`config.mk`:
```
export PLATFORM = sky130hd
export DESIGN_NAME = quad_frame_matcher
export DESIGN_NICKNAME = d
export VERILOG_FILES = /design/src/rtl/qfm_pkg.sv /design/src/rtl/qfm_next.sv /design/src/rtl/qfm_out.sv /design/src/rtl/quad_frame_matcher.sv
export SDC_FILE = /design/constraint.sdc
export NUM_CORES = 1
export LEC_CHECK = 0
export ABC_CLOCK_PERIOD_IN_PS = 1400
export BUFFER_PORTS_ARGS = -buffer_cell sky130_fd_sc_hd__buf_2
export CAP_MARGIN = 0
export CORE_AREA = 4 4 41 43
export DETAILED_ROUTE_END_ITERATION = 6
export DIE_AREA = 0 0 45 47
export PLACE_DENSITY_LB_ADDON = 0.3
export SKIP_CTS_REPAIR_TIMING = 1
export SLEW_MARGIN = 20
export SYNTH_ARGS = -nofsm -noshare
export SYNTH_HDL_FRONTEND = slang
export SYNTH_SLANG_ARGS = --single-unit
```
`constraint.sdc`:
```
create_clock -name clk -period 1.4 [get_ports clk]
set_input_delay 0.28 -clock clk [delete_from_list [all_inputs] [get_ports clk]]
set_output_delay 0.28 -clock clk [all_outputs]
set_load 0.02 [all_outputs]
```
`src/rtl/qfm_pkg.sv`:
```
package qfm_pkg;
    localparam int STATE_W = 3;

    typedef enum logic [STATE_W-1:0] {
        ST_START = 3'd0,
        ST_ONE_Z = 3'd1,
        ST_ONE_O = 3'd2,
        ST_GOOD2 = 3'd3,
        ST_BAD2  = 3'd4,
        ST_GOOD3 = 3'd5,
        ST_BAD3  = 3'd6
    } state_t;
endpackage

```
`src/rtl/qfm_next.sv`:
```
module qfm_next
    import qfm_pkg::*;
(
    input  state_t cur,
    input  logic   take,
    input  logic   bit_in,
    output state_t nxt
);
    always_comb begin
        nxt = cur;
        if (take) begin
            unique case (cur)
                ST_START: nxt = bit_in ? ST_ONE_O : ST_ONE_Z;
                ST_ONE_Z: nxt = bit_in ? ST_GOOD2 : ST_BAD2;
                ST_ONE_O: nxt = bit_in ? ST_BAD2  : ST_GOOD2;
                ST_GOOD2: nxt = bit_in ? ST_GOOD3 : ST_BAD3;
                ST_BAD2:  nxt = ST_BAD3;
                ST_GOOD3: nxt = ST_START;
                ST_BAD3:  nxt = ST_START;
                default:  nxt = ST_START;
            endcase
        end
    end
endmodule

```
`src/rtl/qfm_out.sv`:
```
module qfm_out
    import qfm_pkg::*;
(
    input  state_t cur,
    input  logic   take,
    input  logic   bit_in,
    output logic   hit
);
    always_comb begin
        hit = 1'b0;
        unique case (cur)
            ST_GOOD3: hit = take & ~bit_in;
            ST_START, ST_ONE_Z, ST_ONE_O, ST_GOOD2,
            ST_BAD2, ST_BAD3: hit = 1'b0;
            default: hit = 1'b0;
        endcase
    end
endmodule

```
`src/rtl/quad_frame_matcher.sv`:
```
module quad_frame_matcher
    import qfm_pkg::*;
(
    input  logic clk,
    input  logic rst,
    input  logic bit_valid,
    input  logic din,
    output logic match
);
    state_t state;
    state_t state_nx;

    qfm_next u_next (
        .cur    (state),
        .take   (bit_valid),
        .bit_in (din),
        .nxt    (state_nx)
    );

    qfm_out u_out (
        .cur    (state),
        .take   (bit_valid),
        .bit_in (din),
        .hit    (match)
    );

    always_ff @(posedge clk) begin
        if (rst) state <= ST_START;
        else     state <= state_nx;
    end
endmodule

```
Word level (Yosys, flattened, before mapping)
Index checks and enable logic that the tools add are counted.
{ "word_totals": {"inputBits": 4, "register_bits": 3} }
{ "op_classes": {"bitwise_logic": 2, "muxes": 6, "n_reduce_logical": 1, "eq_ne": 5} }
{ "op_table": {"columns": ["op", "n"], "rows": [
  ["case mux 3 bit (5 select lines)", 1],
  ["== test 3 x 2 -> 1 bit, second input constant", 2],
  ["== test 3 bit, second input constant", 2],
  ["two-way mux 3 bit", 2],
  ["two-way mux 2 bit", 2],
  ["== test 3 x 1 -> 1 bit, second input constant", 1],
  ["logical NOT 3 bit", 1],
  ["AND 1 bit", 1],
  ["two-way mux 1 bit", 1],
  ["NOT 1 bit", 1]
]} }

Longest topological paths before layout
Gate-level depths: netlist (run 1).
{ "depth": {"ltp_word": 3, "mapped_depth": 3, "ltp_nobuf": 3} }

By module
A second synthesis (run 1) with hierarchy kept.
{ "hier_totals": {"cells_unflattened": 22, "area_unflattened_um2": 168.9} }
{ "modules_own_cells": {"columns": ["module", "seq_area_each_um2", "cells_each", "n_inst", "area_per_inst_um2"], "rows": [
  ["quad_frame_matcher", 60.1, 6, 1, 78.8],
  ["qfm_next", 0.0, 14, 1, 77.6],
  ["qfm_out", 0.0, 2, 1, 12.5]
]} }

Worst setup path after synthesis (run 1)
No wires, ideal clock.
{ "synth_timing": {"path_type": "flip-flop to output port", "startpoint": "reg state[2]", "endpoint": "out match", "path_slack_ns": 0.055, "path_stages_with_launch": 3, "required_ns": 1.120, "n_path_buf": 0, "arrival_ns": 1.065, "cell_sequence": "dfxtp_1 -> nand2_1 -> nor4_1"} }
{ "synth_via": {"elab_chain_cells": 2} }
{ "synth_lines": {"columns": ["element", "line_no", "text"], "rows": [
  ["start, declared", "quad_frame_matcher.sv:10", "state_t state;"],
  ["start signal, assigned", "quad_frame_matcher.sv:29", "else state <= state_nx;"],
  ["== test 3 bit", "qfm_out.sv:11", "unique case (cur)"],
  ["two-way mux 1 bit", "qfm_out.sv:11", null],
  ["end, declared", "quad_frame_matcher.sv:8", "output logic match"]
]} }
No other way between the ends.

Final worst setup path (run 1)
{ "layout_timing": {"startpoint": "reg state[1]", "endpoint": "out match"} }
The elaborated chain is that of the path after synthesis.

==> summary.md, run 1 <==
| Metric | Value |
|---|---|
| Via/cell ratio | 4.00 |
| CTS Sinks | 3 |
| Commonest non-fill, non-tap cells in the layout | 4 x buf_2, 3 x nand2_1, 3 x clkbuf_4 |
| Via count of the first global-routing pass | about 180 |
| Dpl hpwl | between 200 and 300 um |
| Largest net degree at the start of global routing | 8 |
| CP required | 1120 ps |
| Root Buffer | clkbuf_4 |
| Fin. Hold Viols | 0 |
| Pwr dens | between 1000 and 1500 nW/um^2 |
| Peak supply drop | ~0.53 mV |
| Initial antenna violation count | 0 |
| Antenna-violating nets left | 0 |
| Commonest non-fill, non-tap cell in the layout | buf_2 |
| Status | complete, no violations |
| Vias after detailed routing | between 150 and 200 |
| Yosys reg bits | 3 |
| Period utilisation layout | a little over nine tenths |
| Max Clock Freq | 0.752 GHz |
| Post-Syn Nets | 24 |
| RSZ-0062 raised after global routing | false |
| Max Cap Viol | 0 |
| Starting density of the core | 12.5% |
| Share of layout cells above drive strength 1 | 35.7% |
| CTS tree | yes |
| Antenna diodes | 0 |
| Post-synthesis adder-cell area fraction | 0% |
| Fin. max-slew vios | 0 |
| Worst-Skew Late Latency | 230 ps |
| RD Place Congestion | 0.724 |
| Largest regs | state x3 |
| Port bufs | 4 |
| Site row count | 13 |
| Endpoints failing setup | 0 |
| Worst Setup End Kind | output pin |
| Die Width | between 40 and 50 um |
| Worst-Margin Slew | about 220 ps |
| Simple-Gate Fraction of Synth Area | between 20 and 30% |
| Post-Synth XOR/XNOR Area | 0% |
| TritonRoute pass-1 iters | 4 |
| Io pins | 5 |
| Synth unique cells | 14 |
| Iter 0 DRT Violations | 4 |
| Post-Syn Area | ~160 um^2 |
| Nets@finish | 33 |
| Sequential fraction of the synthesis area | 36.9% |
| Core area | 1300 um^2 |
| DRC | 0 |
| Inserted Clock Buffers | 3 |
| Largest family of logic cells by synthesized area | simple AND/OR/NAND/NOR gates |
| Compound-Gate Fraction of Synth Area | approximately a quarter |
| Pre-CTS setup slack | a little under 200 ps |
| Die footprint | 2120 um^2 |
| Wire per inst | between 8 and 9 um |
| Critical path type | reg2out |
| # fillers | roughly 160 |
| Syn Inst Count | 20 |
| First-pass GRT wire length | 655 um |
| CP Max Fanout | 5 |
| Worst Path Arrival | ~1100 ps |
| Max reg flops | 3 |
| Worst setup margin | 69.6 ps |
| Pleak | 0.0000887 uW |
| Slew HR | between 80% and 90% |
| Post-synthesis mux area share | 6.15% |
| Total global-route track usage | under 10% |
| Area Growth Syn to Fin | 41.5% |
| TNS Setup | 0 ps |
| Critical Path Start Type | flop |
| Clk buf depth | 2 |
| Gr ovfl total | 0 |
| Avg Inst Size Synth | around 8.1 um^2 |
| Crit path time final | around 1300 ps |
| Worst Skew | 1.77 ps |
| Clock Pin Slew Worst Setup and Hold Paths | 30 ps |
| Die Y | 47 um |
| Top reg by flops | state |
| Drt total wl | 352 um |
| Syn. warnings | 0 |
| HP Class | in2reg |
| Htree depth | 1 |
## report_power, final
group / switching (uW) / internal (uW)
clock network: 41.9 / 107
registers: 8.56 / 93.4
logic: 14.1 / 15.0
total: 64.5 / 215
## synthesized netlist by cell type
cell type | instances | area [um^2]
inv_1 | 1 | 3.75
a21oi_2 | 1 | 8.76
mux2i_1 | 1 | 10.0
nor4_1 | 1 | 6.26
nor2_1 | 1 | 3.75
a311oi_1 | 1 | 8.76
nor3b_1 | 1 | 7.51
nand2b_1 | 2 | 12.5
a21oi_1 | 1 | 5.00
a211o_1 | 1 | 8.76
nand2_1 | 3 | 11.3
o21ai_0 | 2 | 10.0
dfxtp_1 | 3 | 60.1
or3_1 | 1 | 6.26
## through the flow
step | cell area [um^2] | std cells | hold WS [ps] | util [%] | total power (uW)
final | 230 | 43 | 229 | 17.7 | 279
after global placement | 201 | 39 | 488 | 15.5 | 133
after global routing | 230 | 43 | 234 | 17.7 | 307
after floorplan | 163 | 20 | 342 | - | 119
after detailed placement | 201 | 39 | 479 | 15.5 | 132
after CTS | 228 | 43 | 232 | 17.5 | 286
## routing by layer
metal	part of all wire (%)	global-route usage, %
met5	0	0
met1	42	4.08
met2	47	6.78
met3	5.4	4.60
met4	5.1	5.26
## worst max-delay path, cell delays in order, from the launching register on
cell and delay (ps):
dfxtp_1 330, nor4_1 280, buf_2 210
## area by class of cell
cell class                      count  area, um^2  share of cell area (%)
Multi-Input combinational cell     16        98.8                    42.9
Clock buffer                        4        26.3                    11.4
Sequential cell                     3        62.6                    27.2
Tap cell                           15        18.8                    8.15
Inverter                            1        3.75                    1.63
Timing Repair Buffer                4        20.0                    8.70
## logic make-up (layout without fill, tap and decap cells)
logic type,after synthesis,count (layout)
compound gates,6,6
buf+inv,1,9
flops,3,3
mux,1,1
simple gates,9,9
## worst paths after layout
| check | from | end | slack (ps) | cells past startpoint |
|---|---|---|---|---|
| worst max-delay path | state[1]$_SDFFE_PP0P_ | match | 70 | 2 |
| worst min-delay path | rst | state[2]$_SDFFE_PP0P_ | 230 | 2 |
| worst max register to register | state[1]$_SDFFE_PP0P_ | state[2]$_SDFFE_PP0P_ | 430 | 3 |
| worst min register to register | state[0]$_SDFFE_PP0P_ | state[0]$_SDFFE_PP0P_ | 500 | 1 |
No activity file was read; power rests on OpenSTA's default activity.
==> inputs of run 2 (changes only) <==
CTS_BUF_LIST = sky130_fd_sc_hd__clkbuf_8   (was unset)
==> run 2 against run 1 <==
Worst setup slack improved by 11 ps. Largest cell class unchanged. Critical path depth stayed put. Die area unchanged. Clock power rose by 61%. Sequential power is essentially flat. Combinational power about the same. Total power up 32%. Clock-buffer cell count decreased by 1. Fmax rose by 0.84%.
==> summary.md, run 2 (synthesized netlist as in run 1, its figures left out) <==
| Metric | Value |
|---|---|
| Status | complete, no violations |
| Pint | 295 uW (+37%) |
| # fillers | 154 (-1.3%) |
| Max Cap Viol | 0 (unchanged) |
| Commonest non-fill, non-tap cells in the layout | 4 x buf_2, 3 x nand2_1, 3 x clkbuf_8 |
| Max reg flops | 3 (unchanged) |
| Sw Share | 20.3% (-2.7 points) |
| Total global-route track usage | 4.74% (-0.24 points) |
| HP Class | in2reg |
| Largest net degree at the start of global routing | 8 (unchanged) |
| Port bufs | 4 (unchanged) |
| DRC | 0 (unchanged) |
| Die Y | 47 um (unchanged) |
| Gr ovfl total | 0 (unchanged) |
| TNS Setup | 0 ps (unchanged) |
| Area Growth Syn to Fin | 53.1% |
| Pleak | 0.000101 uW (+13%) |
| Io pins | 5 (unchanged) |
| Pwr dens | 1490 nW/um^2 (+22%) |
| RD Place Congestion | 0.724 (unchanged) |
| Switching power | 75.3 uW (+17%) |
| Antenna-violating nets left | 0 (unchanged) |
| CTS Sinks | 3 (unchanged) |
| Dpl cells | 39 (unchanged) |
| Slew HR | 85.0% (unchanged) |
| Critical Path Start Type | flop |
| Vias after detailed routing | 167 (-2.9%) |
| Worst Skew | 2.85 ps (+1.08 ps) |
| Crit path time final | 1320 ps (-11.1 ps) |
| Iter 0 DRT Violations | 4 (unchanged) |
| Top reg by flops | state |
| Nets@finish | 33 (unchanged) |
| WHS | 248 ps (+19.2 ps) |
| Via/cell ratio | 3.88 (-2.9%) |
| Dpl hpwl | 274 um (unchanged) |
| Post-Layout Cell Count | 43 (unchanged) |
| Worst-Skew Late Latency | 210 ps (-20 ps) |
| Peak supply drop | 0.693 mV (+30%) |
| Clock Pin Slew Worst Setup and Hold Paths | 30 ps (about the same) |
| Root Buffer | clkbuf_8 |
| Share of layout cells above drive strength 1 | 35.7% (unchanged) |
| Site row count | 13 (unchanged) |
| CTS tree | yes |
| Antenna diodes | 0 (unchanged) |
| Clk pwr share | 64.5% (+11 points) |
| Htree depth | 1 (unchanged) |
| Multi-input logic area | 98.8 um^2 (unchanged) |
| Worst Setup End Kind | output pin |
| Via count of the first global-routing pass | 179 (unchanged) |
| RSZ-0062 raised after global routing | false |
| Max Clock Freq | 0.758 GHz (+0.84%) |
| Commonest non-fill, non-tap cell in the layout | buf_2 |
| Comb pwr share | 7.9% (-2.5 points) |
| Die Width | 45 um (unchanged) |
| Critical path type | reg2out |
| Drt total wl | 367 um (+4.3%) |
| Worst-Margin Slew | 223 ps (-0.00131 ps) |
| Clk buf depth | 2 (unchanged) |
| Wire per inst | 8.53 um (+4.3%) |
| Core area | 1300 um^2 (unchanged) |
| Register cell area after layout | 62.6 um^2 (unchanged) |
| Starting density of the core | 12.5% (unchanged) |
| Inserted Clock Buffers | 3 (unchanged) |
| Fin. max-slew vios | 0 (unchanged) |
| TritonRoute pass-1 iters | 4 (unchanged) |
| Endpoints failing setup | 0 (unchanged) |
| Period utilisation layout | 94.2% (-0.79 points) |
| Worst Path Arrival | 1040 ps (about the same) |
| Initial antenna violation count | 0 (unchanged) |
| Largest regs | state x3 |
| Overall Power | 370 uW (+32%) |
| Flop pwr share | 27.7% (-8.8 points) |
| Post-layout util | 19.1% (+1.4 points) |
| Fin. Hold Viols | 0 (unchanged) |
| CP required | 1120 ps (about the same) |
| Die footprint | 2120 um^2 (unchanged) |
| First-pass GRT wire length | 634 um (-3.2%) |
| CP Max Fanout | 5 (unchanged) |
==> run 2: area by class of cell <==
class                      instances  area share (%)
multi-input combinational         16            39.7
sequential                         3            25.1
clock buffer                       3            16.6
timing repair buffer               4            8.04
tap                               15            7.54
clock inverter                     1            1.51
inverter                           1            1.51
==> run 2: power by group through the flow <==
stage | sequential (uW) | combinational [uW] | clock, uW
after floorplan | 99.8 | 19.0 | 0
after global placement | 103 | 30.0 | 0
after detailed placement | 102 | 29.1 | 0
after CTS | 101 | 29.3 | 247
after global routing | 104 | 33.7 | 255
final | 102 | 29.1 | 238
==> run 2: per-stage QoR <==
step	instance area [um^2]	setup WS, ps
2_1_floorplan	163	54.9
3_5_place_dp	201	198
4_1_cts	246	49.3
3_3_place_gp	201	207
6_report	249	80.7
5_1_grt	249	41.8
==> run 2: routing by layer <==
layer / vias to the layer above / routed length, um / GRT usage (%)
met4: 0 / 0 / 5.26
met5: - / 0 / 0
met1: 76 / 151 / 4.08
met2: 3 / 197 / 6.78
li1: 88 / - / -
met3: 0 / 18 / 3.45
==> run 2: worst paths after layout <==
path | end | slack [ps] | cells after the start | startpoint
max | match | 80 | 2 | state[1]$_SDFFE_PP0P_
min | state[2]$_SDFFE_PP0P_ | 250 | 2 | rst
max reg2reg | state[2]$_SDFFE_PP0P_ | 420 | 3 | state[1]$_SDFFE_PP0P_
min reg2reg | state[0]$_SDFFE_PP0P_ | 500 | 1 | state[0]$_SDFFE_PP0P_
==> run 2: critical path, stage by stage (launching register included) <==
cell     delay [ps]
dfxtp_1         340
nor4_1          280
buf_2           210
==> inputs of run 3 (changes only) <==
MAX_ROUTING_LAYER = met4   (was unset)
PLACE_DENSITY_LB_ADDON = unset   (was 0.3)
==> run 3 against run 2 <==
Clock skew down 2.0 ps. Die area stayed put. Critical path depth rose by 1. Clock-buffer cell count unchanged. Worst hold slack better by 1.4 ps. First-iteration DRC count fell by 25%. Non-clock buffer count unchanged. Global-route usage fell by 0.090 points. Via count increased by 1.2%. Clock power rose by 2%. Utilization decreased by 0.096 points. Register-to-register slack about the same. Critical path type unchanged. Largest cell class unchanged.
==> summary.md, run 3 (synthesized netlist as in run 1, its figures left out) <==
| Metric | Value |
|---|---|
| Antenna-violating nets left | 0 (unchanged) |
| Worst path cell trace | nand2_1, nor4_1, buf_2 |
| Worst Setup End Kind | output pin |
| # fillers | 158 (+2.6%) |
| Via/cell ratio | 3.93 (+1.2%) |
| Multi-input logic area | 98.8 um^2 (unchanged) |
| Dpl cells | 39 (unchanged) |
| HP Class | in2reg |
| Cell family with most CP delay | flip-flops |
| Vias after detailed routing | 169 (+1.2%) |
| Inserted Clock Buffers | 3 (unchanged) |
| Pre-CTS setup slack | 202 ps (+4.54 ps) |
| Site row count | 13 (unchanged) |
| CTS Sinks | 3 (unchanged) |
| TritonRoute pass-1 iters | 4 (unchanged) |
| Htree depth | 1 (unchanged) |
| Nets@finish | 33 (unchanged) |
| RSZ-0062 raised after global routing | false |
| Starting density of the core | 12.5% (unchanged) |
| First-pass GRT wire length | 572 um (-9.8%) |
| CTS tree | yes |
| Wire per inst | 8.88 um (+4.1%) |
| FF-to-FF Start | state[0]$_SDFFE_PP0P_ |
| Max Cap Viol | 0 (unchanged) |
| Post-layout util | 19.0% (-0.096 points) |
| Initial antenna violation count | 0 (unchanged) |
| TNS Setup | 0 ps (unchanged) |
| Slew HR | 85.8% (+0.79 points) |
| CP required | 1120 ps (about the same) |
| Switching power | 79.6 uW (+5.8%) |
| Fin. max-slew vios | 0 (unchanged) |
| Core area | 1300 um^2 (unchanged) |
| Area Growth Syn to Fin | 52.3% |
| DRC | 0 (unchanged) |
| Comb pwr share | 7.9% (about the same) |
| Slowest library cell on the worst path | dfxtp_1 |
| Share of layout cells above drive strength 1 | 32.1% (-3.6 points) |
| Post-Layout Cell Count | 43 (unchanged) |
| Die Width | 45 um (unchanged) |
| Critical path type | reg2out |
| Iter 0 DRT Violations | 3 (-1) |
| Fin. Hold Viols | 0 (unchanged) |
| Root Buffer | clkbuf_8 |
| Clk pwr share | 65.0% (+0.5 points) |
| Period utilisation layout | 93.5% (-0.70 points) |
| Dpl hpwl | 261 um (-4.8%) |
| Die footprint | 2120 um^2 (unchanged) |
| RD Place Congestion | 0.712 (-1.6%) |
| Status | complete, no violations |
| Pleak | 0.000100 uW (-0.34%) |
| Clock Pin Slew Worst Setup and Hold Paths | 30 ps (about the same) |
| Worst-Margin Slew | 212 ps (-11.3 ps) |
| Endpoints failing setup | 0 (unchanged) |
| Sw Share | 21.3% (+0.94 points) |
| CP Max Fanout | 6 (+1) |
| Die Y | 47 um (unchanged) |
| Pwr dens | 1510 nW/um^2 (+1.7%) |
| Commonest non-fill, non-tap cells in the layout | 4 x buf_2, 3 x nand2_1, 3 x clkbuf_8 |
| Critical Path Start Type | flop |
| HP Start | rst |
| Worst reg-to-reg path cell count | 3 (unchanged) |
| Max reg flops | 3 (unchanged) |
| Top reg by flops | state |
| Pint | 295 uW (about the same) |
| Via count of the first global-routing pass | 164 (-8.4%) |
| Clk buf depth | 2 (unchanged) |
| Largest regs | state x3 |
| Crit path buffers/inverters | 1 (unchanged) |
| Commonest non-fill, non-tap cell in the layout | buf_2 |
| Drt total wl | 382 um (+4.1%) |
| Worst-Skew Late Latency | 220 ps (about the same) |
| Worst r2r dst | state[2]$_SDFFE_PP0P_ |
| Worst Path Arrival | 1030 ps (about the same) |
| Io pins | 5 (unchanged) |
| Antenna diodes | 0 (unchanged) |
| Port bufs | 4 (unchanged) |
| Min-Delay Endpoint | state[2]$_SDFFE_PP0P_ |
| Hold Path Depth | 2 (unchanged) |
| Largest net degree at the start of global routing | 8 (unchanged) |
| Flop pwr share | 27.1% (-0.6 points) |
| Worst Skew | 0.817 ps (-2.03 ps) |
| Gr ovfl total | 0 (unchanged) |
| Peak supply drop | 0.281 mV (-60%) |
| Register cell area after layout | 61.3 um^2 (-2.0%) |
| Crit path time final | 1310 ps (-9.80 ps) |
| Setup slack, reg-to-reg | 420 ps (about the same) |
| CP max stage delay | 390 ps (+50 ps) |
| Max Clock Freq | 0.764 GHz (+0.75%) |
| Worst setup margin | 90.5 ps (+9.80 ps) |
| Total global-route track usage | 4.65% (-0.090 points) |
==> run 3: cell count changes in the layout (fill, tap and decap cells not counted) <==
cell     previous run  this run
dfxtp_2             2         1
dfxtp_1             1         2
==> run 3: how the worst max path moves through the flow <==
| stage | from | endpoint | slack, ps | cells past startpoint |
|---|---|---|---|---|
| 6_report | state[0]$_SDFFE_PP0P_ | match | 90 | 3 |
| 5_1_grt | state[0]$_SDFFE_PP0P_ | match | 10 | 3 |
| 4_1_cts | state[2]$_SDFFE_PP0P_ | match | 50 | 3 |
| 3_5_place_dp | bit_valid | match | 200 | 4 |
| 3_3_place_gp | bit_valid | match | 220 | 4 |
| 2_1_floorplan | state[2]$_SDFFE_PP0P_ | match | 50 | 2 |
==> run 3: layout make-up <==
| type | instances | share of cell area, % |
|---|---|---|
| multi-input cells | 16 | 39.9 |
| flip-flops and latches | 3 | 24.7 |
| clock buffers | 3 | 16.7 |
| repair buffers | 4 | 8.08 |
| well taps | 15 | 7.58 |
| clock inverters | 1 | 1.52 |
| inverters | 1 | 1.52 |
==> run 3: stage by stage <==
step	total power (uW)	cell area [um^2]	hold WS, ps
detailed placement	132	201	482
CTS	382	246	254
global route	390	248	259
finish	374	248	249
global placement	131	201	480
floorplan	119	163	342
==> run 3: power by group through the flow <==
stage	combinational (uW)	sequential (uW)	clock, uW
5_1_grt	33.2	102	255
6_report	29.6	101	243
2_1_floorplan	19.0	99.8	0
3_3_place_gp	29.1	102	0
3_5_place_dp	29.7	102	0
4_1_cts	29.8	101	251
==> run 3: per-layer routing <==
metal  vias to the layer above  routed length [um]  global-route usage [%]
met1                        72                 174                    3.85
li1                         89                   -                       -
met5                         -                   0                       -
met4                         0                  17                    8.77
met3                         2                  38                    2.30
met2                         6                 151                    5.37
